===== config.mk =====
export PLATFORM = sky130hd
export DESIGN_NAME = pgwalk_top
export DESIGN_NICKNAME = d
export VERILOG_FILES = /design/src/rtl/pgwalk_pkg.sv /design/src/rtl/pgwalk_fsm.sv /design/src/rtl/pgwalk_dp.sv /design/src/rtl/pgwalk_top.sv
export SDC_FILE = /design/constraint.sdc
export NUM_CORES = 1
export LEC_CHECK = 0
export ABC_AREA = 1
export CELL_PAD_IN_SITES_DETAIL_PLACEMENT = 0
export CELL_PAD_IN_SITES_GLOBAL_PLACEMENT = 1
export CORE_MARGIN = 1.5
export CORE_UTILIZATION = 30
export DETAILED_ROUTE_END_ITERATION = 7
export PLACE_DENSITY_LB_ADDON = 0.1
export SETUP_SLACK_MARGIN = 0.1
export SLEW_MARGIN = 20
export SYNTH_ARGS = -nofsm -noshare
export SYNTH_HDL_FRONTEND = slang
export SYNTH_SLANG_ARGS = --single-unit

===== constraint.sdc =====
create_clock -name clk -period 1.5 [get_ports clk]
set_input_delay 0.225 -clock clk [delete_from_list [all_inputs] [get_ports clk]]
set_output_delay 0.225 -clock clk [all_outputs]
set_load 0.02 [all_outputs]

===== src/rtl/pgwalk_pkg.sv =====
// Shared types for the page table walker.
// Assumes: one walk at a time; states are encoded compactly.
package pgwalk_pkg;

    // Walk sequencer states
    typedef enum logic [2:0] {
        ST_IDLE,
        ST_DIR_REQ,
        ST_DIR_WAIT,
        ST_TBL_REQ,
        ST_TBL_WAIT,
        ST_DONE
    } walk_st_e;

    // Which entry address the datapath forms
    typedef enum logic [1:0] {
        SEL_DIR,
        SEL_TBL,
        SEL_V86
    } ent_sel_e;

endpackage


===== src/rtl/pgwalk_fsm.sv =====
// Walk sequencer: accepts one request, issues up to two entry reads,
// stops early on a not-present entry, and pulses the result for one cycle.
// Assumes: the memory returns exactly one response per accepted read and
// no response arrives outside a waiting state.
module pgwalk_fsm
    import pgwalk_pkg::*;
(
    input  logic     clk,
    input  logic     rst_n,
    input  logic     req_valid,
    input  logic     req_v86,
    output logic     req_ready,
    input  logic     mem_req_ready,
    input  logic     mem_rsp_valid,
    input  logic     ent_present,
    output logic     mem_req_valid,
    output ent_sel_e sel,
    output logic     cap_req,
    output logic     cap_dir_ent,
    output logic     cap_tbl_ent,
    output logic     rsp_valid,
    output logic     rsp_fault
);

    walk_st_e state_q, state_d;
    logic     v86_q;
    logic     fault_q;

    // Handshake and strobe decode from the current state
    always_comb begin
        req_ready     = (state_q == ST_IDLE);
        mem_req_valid = (state_q == ST_DIR_REQ) || (state_q == ST_TBL_REQ);
        rsp_valid     = (state_q == ST_DONE);
        cap_req       = req_ready && req_valid;
        cap_dir_ent   = (state_q == ST_DIR_WAIT) && mem_rsp_valid;
        cap_tbl_ent   = (state_q == ST_TBL_WAIT) && mem_rsp_valid;
        sel           = SEL_DIR;
        if ((state_q == ST_TBL_REQ) || (state_q == ST_TBL_WAIT))
            sel = v86_q ? SEL_V86 : SEL_TBL;
    end

    // Next-state selection for the walk
    always_comb begin
        state_d = state_q;
        case (state_q)
            ST_IDLE:     if (req_valid) state_d = req_v86 ? ST_TBL_REQ : ST_DIR_REQ;
            ST_DIR_REQ:  if (mem_req_ready) state_d = ST_DIR_WAIT;
            ST_DIR_WAIT: if (mem_rsp_valid) state_d = ent_present ? ST_TBL_REQ : ST_DONE;
            ST_TBL_REQ:  if (mem_req_ready) state_d = ST_TBL_WAIT;
            ST_TBL_WAIT: if (mem_rsp_valid) state_d = ST_DONE;
            ST_DONE:     state_d = ST_IDLE;
            default:     state_d = ST_IDLE;
        endcase
    end

    // State, mode and fault registers
    always_ff @(posedge clk) begin
        if (!rst_n) begin
            state_q <= ST_IDLE;
            v86_q   <= 1'b0;
            fault_q <= 1'b0;
        end else begin
            state_q <= state_d;
            if (cap_req) begin
                v86_q   <= req_v86;
                fault_q <= 1'b0;
            end
            if ((cap_dir_ent || cap_tbl_ent) && !ent_present)
                fault_q <= 1'b1;
        end
    end

    assign rsp_fault = fault_q;


    accept_then_busy_chk: assert property (@(posedge clk) disable iff (!rst_n)
        (req_valid && req_ready) |=> !req_ready);


    rsp_pulse_chk: assert property (@(posedge clk) disable iff (!rst_n)
        rsp_valid |=> (!rsp_valid && req_ready));


    dir_fault_stop_chk: assert property (@(posedge clk) disable iff (!rst_n)
        (cap_dir_ent && !ent_present) |=> (rsp_valid && rsp_fault && !mem_req_valid));


    tbl_fault_flag_chk: assert property (@(posedge clk) disable iff (!rst_n)
        (cap_tbl_ent && !ent_present) |=> (rsp_valid && rsp_fault));

endmodule


===== src/rtl/pgwalk_dp.sv =====
// Walk datapath: captures the request and base inputs at acceptance,
// forms entry addresses as base + index*entry size, keeps the fetched
// page bases and builds the result address.
// Assumes: entries are one word of 2**ENT_SH bytes with a 4 KB-aligned base.
module pgwalk_dp
    import pgwalk_pkg::*;
#(
    parameter int ADDR_W      = 32,
    parameter int OFF_W       = 12,
    parameter int DIR_IDX_W   = 10,
    parameter int TBL_IDX_W   = 10,
    parameter int V86_IDX_W   = 8,
    parameter int PRESENT_BIT = 0
) (
    input  logic              clk,
    input  logic              rst_n,
    input  logic              cap_req,
    input  logic              cap_dir_ent,
    input  logic              cap_tbl_ent,
    input  ent_sel_e          sel,
    input  logic              fault,
    input  logic [ADDR_W-1:0] req_vaddr,
    input  logic [ADDR_W-1:0] dir_base,
    input  logic [ADDR_W-1:0] v86_base,
    input  logic [ADDR_W-1:0] mem_rsp_data,
    output logic              ent_present,
    output logic [ADDR_W-1:0] mem_req_addr,
    output logic [ADDR_W-1:0] rsp_addr
);

    localparam int BASE_W = ADDR_W - OFF_W;
    localparam int ENT_SH = 2;
    localparam int V86_W  = OFF_W + V86_IDX_W;
    localparam int TBL_LO = OFF_W;
    localparam int DIR_LO = OFF_W + TBL_IDX_W;

    logic [ADDR_W-1:0] va_q;
    logic [BASE_W-1:0] dbase_q, vbase_q, dent_q, tent_q;
    logic [ADDR_W-1:0] dir_idx, tbl_idx, v86_idx;

    // Capture request, bases and the fetched entry bases
    always_ff @(posedge clk) begin
        if (!rst_n) begin
            va_q    <= '0;
            dbase_q <= '0;
            vbase_q <= '0;
            dent_q  <= '0;
            tent_q  <= '0;
        end else begin
            if (cap_req) begin
                va_q    <= req_vaddr;
                dbase_q <= dir_base[ADDR_W-1:OFF_W];
                vbase_q <= v86_base[ADDR_W-1:OFF_W];
            end
            if (cap_dir_ent) dent_q <= mem_rsp_data[ADDR_W-1:OFF_W];
            if (cap_tbl_ent) tent_q <= mem_rsp_data[ADDR_W-1:OFF_W];
        end
    end

    // Index fields widened to address width
    always_comb begin
        dir_idx = ADDR_W'(va_q[DIR_LO +: DIR_IDX_W]);
        tbl_idx = ADDR_W'(va_q[TBL_LO +: TBL_IDX_W]);
        v86_idx = ADDR_W'(va_q[V86_W-1 -: V86_IDX_W]);
    end

    // Entry address: selected table base plus index scaled to entry size
    always_comb begin
        case (sel)
            SEL_TBL: mem_req_addr = {dent_q,  {OFF_W{1'b0}}} + (tbl_idx << ENT_SH);
            SEL_V86: mem_req_addr = {vbase_q, {OFF_W{1'b0}}} + (v86_idx << ENT_SH);
            default: mem_req_addr = {dbase_q, {OFF_W{1'b0}}} + (dir_idx << ENT_SH);
        endcase
    end

    // Present flag of the returning entry and the result address
    always_comb begin
        ent_present = mem_rsp_data[PRESENT_BIT];
        rsp_addr    = fault ? va_q : {tent_q, va_q[OFF_W-1:0]};
    end

    logic unused_bits;
    assign unused_bits = ^{dir_base[OFF_W-1:0], v86_base[OFF_W-1:0], mem_rsp_data[OFF_W-1:0]};


    va_hold_chk: assert property (@(posedge clk) disable iff (!rst_n)
        !cap_req |=> $stable(va_q));

endmodule


===== src/rtl/pgwalk_top.sv =====
// Two-level page table walker top: joins the sequencer and the datapath.
// Assumes: the memory answers every accepted read exactly once, in order.
module pgwalk_top
    import pgwalk_pkg::*;
#(
    parameter int ADDR_W      = 32,
    parameter int OFF_W       = 12,
    parameter int DIR_IDX_W   = 10,
    parameter int TBL_IDX_W   = 10,
    parameter int V86_IDX_W   = 8,
    parameter int PRESENT_BIT = 0
) (
    input  logic              clk,
    input  logic              rst_n,
    input  logic              req_valid,
    output logic              req_ready,
    input  logic [ADDR_W-1:0] req_vaddr,
    input  logic              req_v86,
    input  logic [ADDR_W-1:0] dir_base,
    input  logic [ADDR_W-1:0] v86_base,
    output logic              mem_req_valid,
    input  logic              mem_req_ready,
    output logic [ADDR_W-1:0] mem_req_addr,
    input  logic              mem_rsp_valid,
    input  logic [ADDR_W-1:0] mem_rsp_data,
    output logic              rsp_valid,
    output logic              rsp_fault,
    output logic [ADDR_W-1:0] rsp_addr
);

    ent_sel_e sel;
    logic     cap_req, cap_dir_ent, cap_tbl_ent, ent_present;

    pgwalk_fsm u_fsm (
        .clk           (clk),
        .rst_n         (rst_n),
        .req_valid     (req_valid),
        .req_v86       (req_v86),
        .req_ready     (req_ready),
        .mem_req_ready (mem_req_ready),
        .mem_rsp_valid (mem_rsp_valid),
        .ent_present   (ent_present),
        .mem_req_valid (mem_req_valid),
        .sel           (sel),
        .cap_req       (cap_req),
        .cap_dir_ent   (cap_dir_ent),
        .cap_tbl_ent   (cap_tbl_ent),
        .rsp_valid     (rsp_valid),
        .rsp_fault     (rsp_fault)
    );

    pgwalk_dp #(
        .ADDR_W      (ADDR_W),
        .OFF_W       (OFF_W),
        .DIR_IDX_W   (DIR_IDX_W),
        .TBL_IDX_W   (TBL_IDX_W),
        .V86_IDX_W   (V86_IDX_W),
        .PRESENT_BIT (PRESENT_BIT)
    ) u_dp (
        .clk          (clk),
        .rst_n        (rst_n),
        .cap_req      (cap_req),
        .cap_dir_ent  (cap_dir_ent),
        .cap_tbl_ent  (cap_tbl_ent),
        .sel          (sel),
        .fault        (rsp_fault),
        .req_vaddr    (req_vaddr),
        .dir_base     (dir_base),
        .v86_base     (v86_base),
        .mem_rsp_data (mem_rsp_data),
        .ent_present  (ent_present),
        .mem_req_addr (mem_req_addr),
        .rsp_addr     (rsp_addr)
    );


    memreq_hold_chk: assert property (@(posedge clk) disable iff (!rst_n)
        (mem_req_valid && !mem_req_ready) |=> (mem_req_valid && $stable(mem_req_addr)));


    no_rsp_while_reading_chk: assert property (@(posedge clk) disable iff (!rst_n)
        !(mem_req_valid && rsp_valid));

endmodule


=== Word-level counts from Yosys, hierarchy flattened ===
Cells that the tools add are included.

* Register bits: 117
* Input port bits: 134
* Output and inout port bits: 68
* Word-level logic and storage cells: 48

* $add $sub $neg: 3
* Equality and inequality tests: 12
* Mux-type cells: 14
* Reduce and logical (&&, ||, !) cells: 11

{| class="wikitable"
|+ Operators by type and width
! cell !! number
|-
| $add A32 B12 Y32 || 2
|-
| $pmux W32 S2 || 1
|-
| $add A32 B10 Y32 || 1
|-
| $mux W32 || 1
|-
| $mux W3 || 6
|-
| $pmux W3 S5 || 1
|-
| $ne A2 B2 Y1 const B || 5
|-
| $eq A3 B2 Y1 const B || 2
|-
| $eq A3 B3 Y1 const B || 2
|-
| $mux W2 || 3
|-
| $reduce_and A5 Y1 || 1
|-
| $logic_and A1 B1 Y1 || 4
|-
| $eq A3 B1 Y1 const B || 1
|-
| $logic_not A3 Y1 || 1
|-
| $logic_or A1 B1 Y1 || 3
|-
| $eq A2 B1 Y1 const B || 1
|-
| $eq A2 B2 Y1 const B || 1
|-
| $mux W1 || 2
|-
| $reduce_bool A2 Y1 || 1
|-
| $logic_not A1 Y1 || 1
|}

=== Logic depth before layout (Yosys ltp) ===
* Depth after elaboration: 5
* Depth in mapped cells: 9

=== Modules after synthesis ===
From an unflattened synthesis, not the netlist that was laid out.

* Cell total of the unflattened synthesis: 854
* Area total of the unflattened synthesis: 5,512.8 um^2

{| class="wikitable"
|+ By module, submodules not included
! module !! times used !! cells each !! area each (um^2)
|-
| pgwalk_dp || 1 || 790 || 5,122.4
|-
| pgwalk_fsm || 1 || 64 || 390.4
|}

=== Worst setup path before layout ===
No wires, ideal clock.

* Kind: register -> output
* Start point: register u_fsm.state_q[1]
* End point: output mem_req_addr[10]
* Arrival time: 1,364 ps
* Path slack: -89 ps
* Cell stages (with the launch flop): 9
* Cells stage by stage: dfxtp_1 > buf_6 > inv_2 > nand2_2 > nand2_1 > nand2_2 > inv_2 > buf_2 > o22ai_1

* Word-level cells in the longest chain between the ends: 5
* Elaborated cells on any way between the ends: 7
* Classes of those cells: 4 x eq/ne; 2 x mux; 1 x reduce/logical

{| class="wikitable"
|+ Ends and longest elaborated chain
! item !! line !! source
|-
| start, declared || pgwalk_fsm.sv:25 || <nowiki>walk_st_e state_q, state_d;</nowiki>
|-
| start signal, assigned || pgwalk_fsm.sv:63 || <nowiki>state_q <= state_d;</nowiki>
|-
| $eq A3 B2 Y1 or $eq A3 B3 Y1 (tied branches) || pgwalk_fsm.sv:38 || <nowiki>if ((state_q == ST_TBL_REQ) || (state_q == ST_TBL_WAIT))</nowiki>
|-
| $logic_or A1 B1 Y1 (*) || pgwalk_fsm.sv:38 ||
|-
| $mux W2 (*) || pgwalk_fsm.sv:38 ||
|-
| $eq A2 B2 Y1 or $eq A2 B1 Y1 (tied branches) || pgwalk_dp.sv:69 || <nowiki>case (sel)</nowiki>
|-
| $pmux W32 S2 (*) || pgwalk_dp.sv:69 ||
|-
| end, declared || pgwalk_top.sv:23 || <nowiki>output logic [ADDR_W-1:0] mem_req_addr,</nowiki>
|}

Every way passes the cells marked *; elsewhere a longest branch is shown, timed or not.

=== Worst setup path after layout ===
* Start point: register u_fsm.state_q[0]
* End point: output mem_req_addr[17]

Same word-level chain as after synthesis.

==> impl_results.md <==
- Run status: complete, but fails checks
- Failing checks: setup timing
- Final Critical Period: between 1.5 and 2 ns
- Drt via density: around 4.9
- CP Launch Type: register
- Clock Tree Root: clkbuf_16
- Bufs and invs on worst path: 4
- CP max-delay cell: dfxtp_2
- Worst path cell trace: inv_4 -> o21ai_4 -> nand2_4 -> nor2_4 -> buf_6 -> clkbuf_16 -> nand2_2 -> nand3_2 -> buf_6
- Die area: 0.01768 mm^2
- Largest net degree at the start of global routing: between 40 and 50
- PwrDens: about 1800 mW/mm^2
- Main combinational cell family by area after synthesis: simple AND/OR/NAND/NOR gates
- DRC Markers: 0
- Clk_lat worst skew: 0.41 ns
- Antenna violations before repair: 0
- Overall Global Routing Usage: 0.2050
- Gpl congestion: ~0.81
- Relative slew slack: 0.6009
- Worst setup margin: -0.4742 ns
- Max VDD drop: between 0.9 and 1 mV
- CP Class: reg2out
- Pre-antenna DRT Iters: 4
- Initial Util: 0.3067
- CP peak stage delay: around 0.35 ns
- Via Count: around 5700
- Crit path DAT: roughly 1.8 ns
- Post-DP HPWL: ~12000 um
- Area post-placement: between 0.007 and 0.008 mm^2
- Nets: around 1000
- Final Hold Viols: 0
- Worst hold endpoint: u_dp.vbase_q[14]
- Total Wirelength: slightly above 20000 um
- Reg-to-reg setup timing slack: -0.10 ns
- CTS H-tree lvls: 4
- CP endpoint kind: output port
- Inserted Clock Buffers: 17
- Reg2reg end: u_dp.vbase_q[12]
- I/O pins: just over 200
- CP max FO: 5
- Synth top area share: 0.4622
- Post-Synth Simple-Gate Area: 0.2538
- WP data required: around 1.3 ns
- Clk sink count: 117
- Post-synthesis sequential area ratio: 0.4622
- Max-slew violations: 0
- Drt initial violations: a little over 300
- Core Area: between 0.015 and 0.02 mm^2
- Routed Antenna Nets: 0
- Cell variety after synth: 20
- DR WL/cell: roughly 18 um
- Cell count after synthesis: about 700
- Mux cell area share after synthesis: 0
- Synth Register Bits: ~120
- Hold_sp: v86_base[26]
- Reg2reg path depth: 10
- Chip height: 133.0 um
- Compound-Gate Fraction of Synth Area: 0.1788
- Clock Path Buffers: 2
- Die Span X: between 100 and 150 um
- Gr ovfl total: 0
- Most frequent CP cell: buf_6
- Final period utilization: 1.316
- Leakage: roughly 4.2 nW
- Slew at the pin with the worst max-slew slack: around 0.6 ns
- Reg2reg start: u_fsm.state_q[0]
- Post-synthesis xor/xnor area fraction: 0
- Port Buf Inserts: roughly 160
- Synth Area in Adders: 0
- Hold Worst Slack: roughly 0.39 ns
- HP Class: in2reg
- Clk_skew: ~0.006 ns
- Area leader, netlist: dfxtp_1
- Clock-pin slew on the worst setup and hold paths: around 0.06 ns
- RSZ-0062 raised after global routing: yes
- Vias in the first global route: ~5300
- Synth warnings: 0
- Synth area leaders: dfxtp_1, nand2_1, a21oi_1, nand3_1, o21ai_0
- Top Family by Delay on Critical Path: buffers and inverters
- # setup viols final: 103
- Syn Area/Cell: between 7 and 8 um^2
- Rows: 47
- First-pass GRT wire length: 28160 um
- Layout cell share with drive strength beyond 1: 0.4649
- Area Growth Syn to Fin: 98.35%
- CTS tree: yes
- Maximum clock frequency: around 510 MHz
- Mapped Area: slightly above 0.005 mm^2
- TNS Setup: -17.10 ns
- Hold path depth: 3
- Total chip power: around 18 mW
- Fin area: 0.01005 mm^2
- Max Cap Viol: 0
==> worst max-delay path by stage <==
| stage | startpoint | to | slack [ns] | cells past startpoint |
|---|---|---|---|---|
| finish | u_fsm.state_q[0] | mem_req_addr[17] | -0.47 | 9 |
| CTS | u_fsm.state_q[1] | mem_req_addr[28] | -0.48 | 9 |
| global placement | u_fsm.state_q[1] | mem_req_addr[28] | -0.53 | 8 |
| floorplan | u_fsm.state_q[1] | mem_req_addr[10] | 0.1 | 8 |
| detailed placement | u_fsm.state_q[0] | mem_req_addr[19] | -0.58 | 8 |
| global route | u_fsm.state_q[0] | mem_req_addr[26] | -0.57 | 9 |
==> logic make-up after synthesis <==
logic type | Yosys count
other cells | 1
compound gates | 180
flops | 117
simple gates | 307
buf+inv | 113
==> state kept, by name, summed over array words and instances (netlist names) <==
| signal | flops |
|---|---|
| u_dp.dbase_q | 20 |
| u_dp.dent_q | 20 |
| u_dp.tent_q | 20 |
| u_dp.va_q | 32 |
| u_dp.vbase_q | 20 |
| u_fsm.rsp_fault | 1 |
| u_fsm.state_q | 3 |
| u_fsm.v86_q | 1 |
==> through the flow <==
stage,util,setup slack (ns),instances
6_report,0.6082,-0.4742,1146
5_1_grt,0.6081,-0.5677,1145
4_1_cts,0.5064,-0.4802,1116
3_5_place_dp,0.4383,-0.5754,1072
3_3_place_gp,0.4383,-0.5345,1072
2_1_floorplan,-,0.09907,719
==> cell type report <==
type | count | area (um^2)
multi-input combinational | 490 | 3659
tap | 220 | 275.3
inverter | 44 | 177.7
timing repair buffer | 243 | 3012
sequential | 117 | 2350
fill | 1406 | 6474
antenna | 1 | 2.502
clock inverter | 10 | 105.1
clock buffer | 21 | 470.5
==> worst min-delay path, stage by stage <==
cell             delay (ns)
clkdlybuf4s50_1        0.41
nand3_2                0.08
a21oi_2                0.04
==> metal layers <==
| layer | vias to the layer above | part of all wire | track usage |
|---|---|---|---|
| met5 | - | 0 | 0 |
| met4 | 0 | 0.014 | 0.05739 |
| met2 | 165 | 0.50 | 0.3365 |
| li1 | 2741 | - | - |
| met1 | 2735 | 0.43 | 0.2632 |
| met3 | 22 | 0.056 | 0.05785 |
==> Yosys cell counts, drive strengths merged <==
cell and instances:
conb 1, nand2 166, buf 41, o22ai 2
dfxtp 117, a211oi 1, nor2 55, nor3 1
clkbuf 28, nand3 85, o21ai 83, inv 44
a21oi 94
==> report_power, final <==
group | total (mW) | internal (mW) | switching (mW)
clock | 3.97 | 2.55 | 1.42
sequential | 4.32 | 3.77 | 0.555
combinational | 9.74 | 4.79 | 4.95
total | 18.0 | 11.1 | 6.92
==> repair_timing <==
| action | in CTS | in global routing |
|---|---|---|
| pin swaps | 13 | 65 |
| gates cloned | 8 | 17 |
| endpoints found under the hold margin | 0 | 0 |
| setup buffers | 5 | 13 |
| resized for setup | 434 | 316 |
| hold buffers | 0 | 0 |
| endpoints found under the setup margin | 113 | 165 |
==> layout by cell type (no fill, tap or decap), types with 6 or more instances in the layout <==
| cell | instances |
|---|---|
| dfxtp_1 | 113 |
| clkdlybuf4s50_1 | 97 |
| nand2_1 | 77 |
| buf_6 | 66 |
| nand2_2 | 51 |
| a21oi_1 | 49 |
| a21oi_2 | 43 |
| nand3_2 | 40 |
| o21ai_0 | 40 |
| inv_1 | 38 |
| nand2_4 | 37 |
| nand3_1 | 32 |
| clkbuf_16 | 31 |
| nor2_1 | 27 |
| o21ai_4 | 24 |
| buf_4 | 21 |
| buf_12 | 17 |
| nor2_2 | 15 |
| nand3_4 | 13 |
| nor2_4 | 12 |
| o21ai_2 | 12 |
| dlygate4sd2_1 | 11 |
| buf_16 | 9 |
| o21ai_1 | 7 |
| clkinv_2 | 6 |
| buf_8 | 6 |
(Power assumes the default switching activity.)
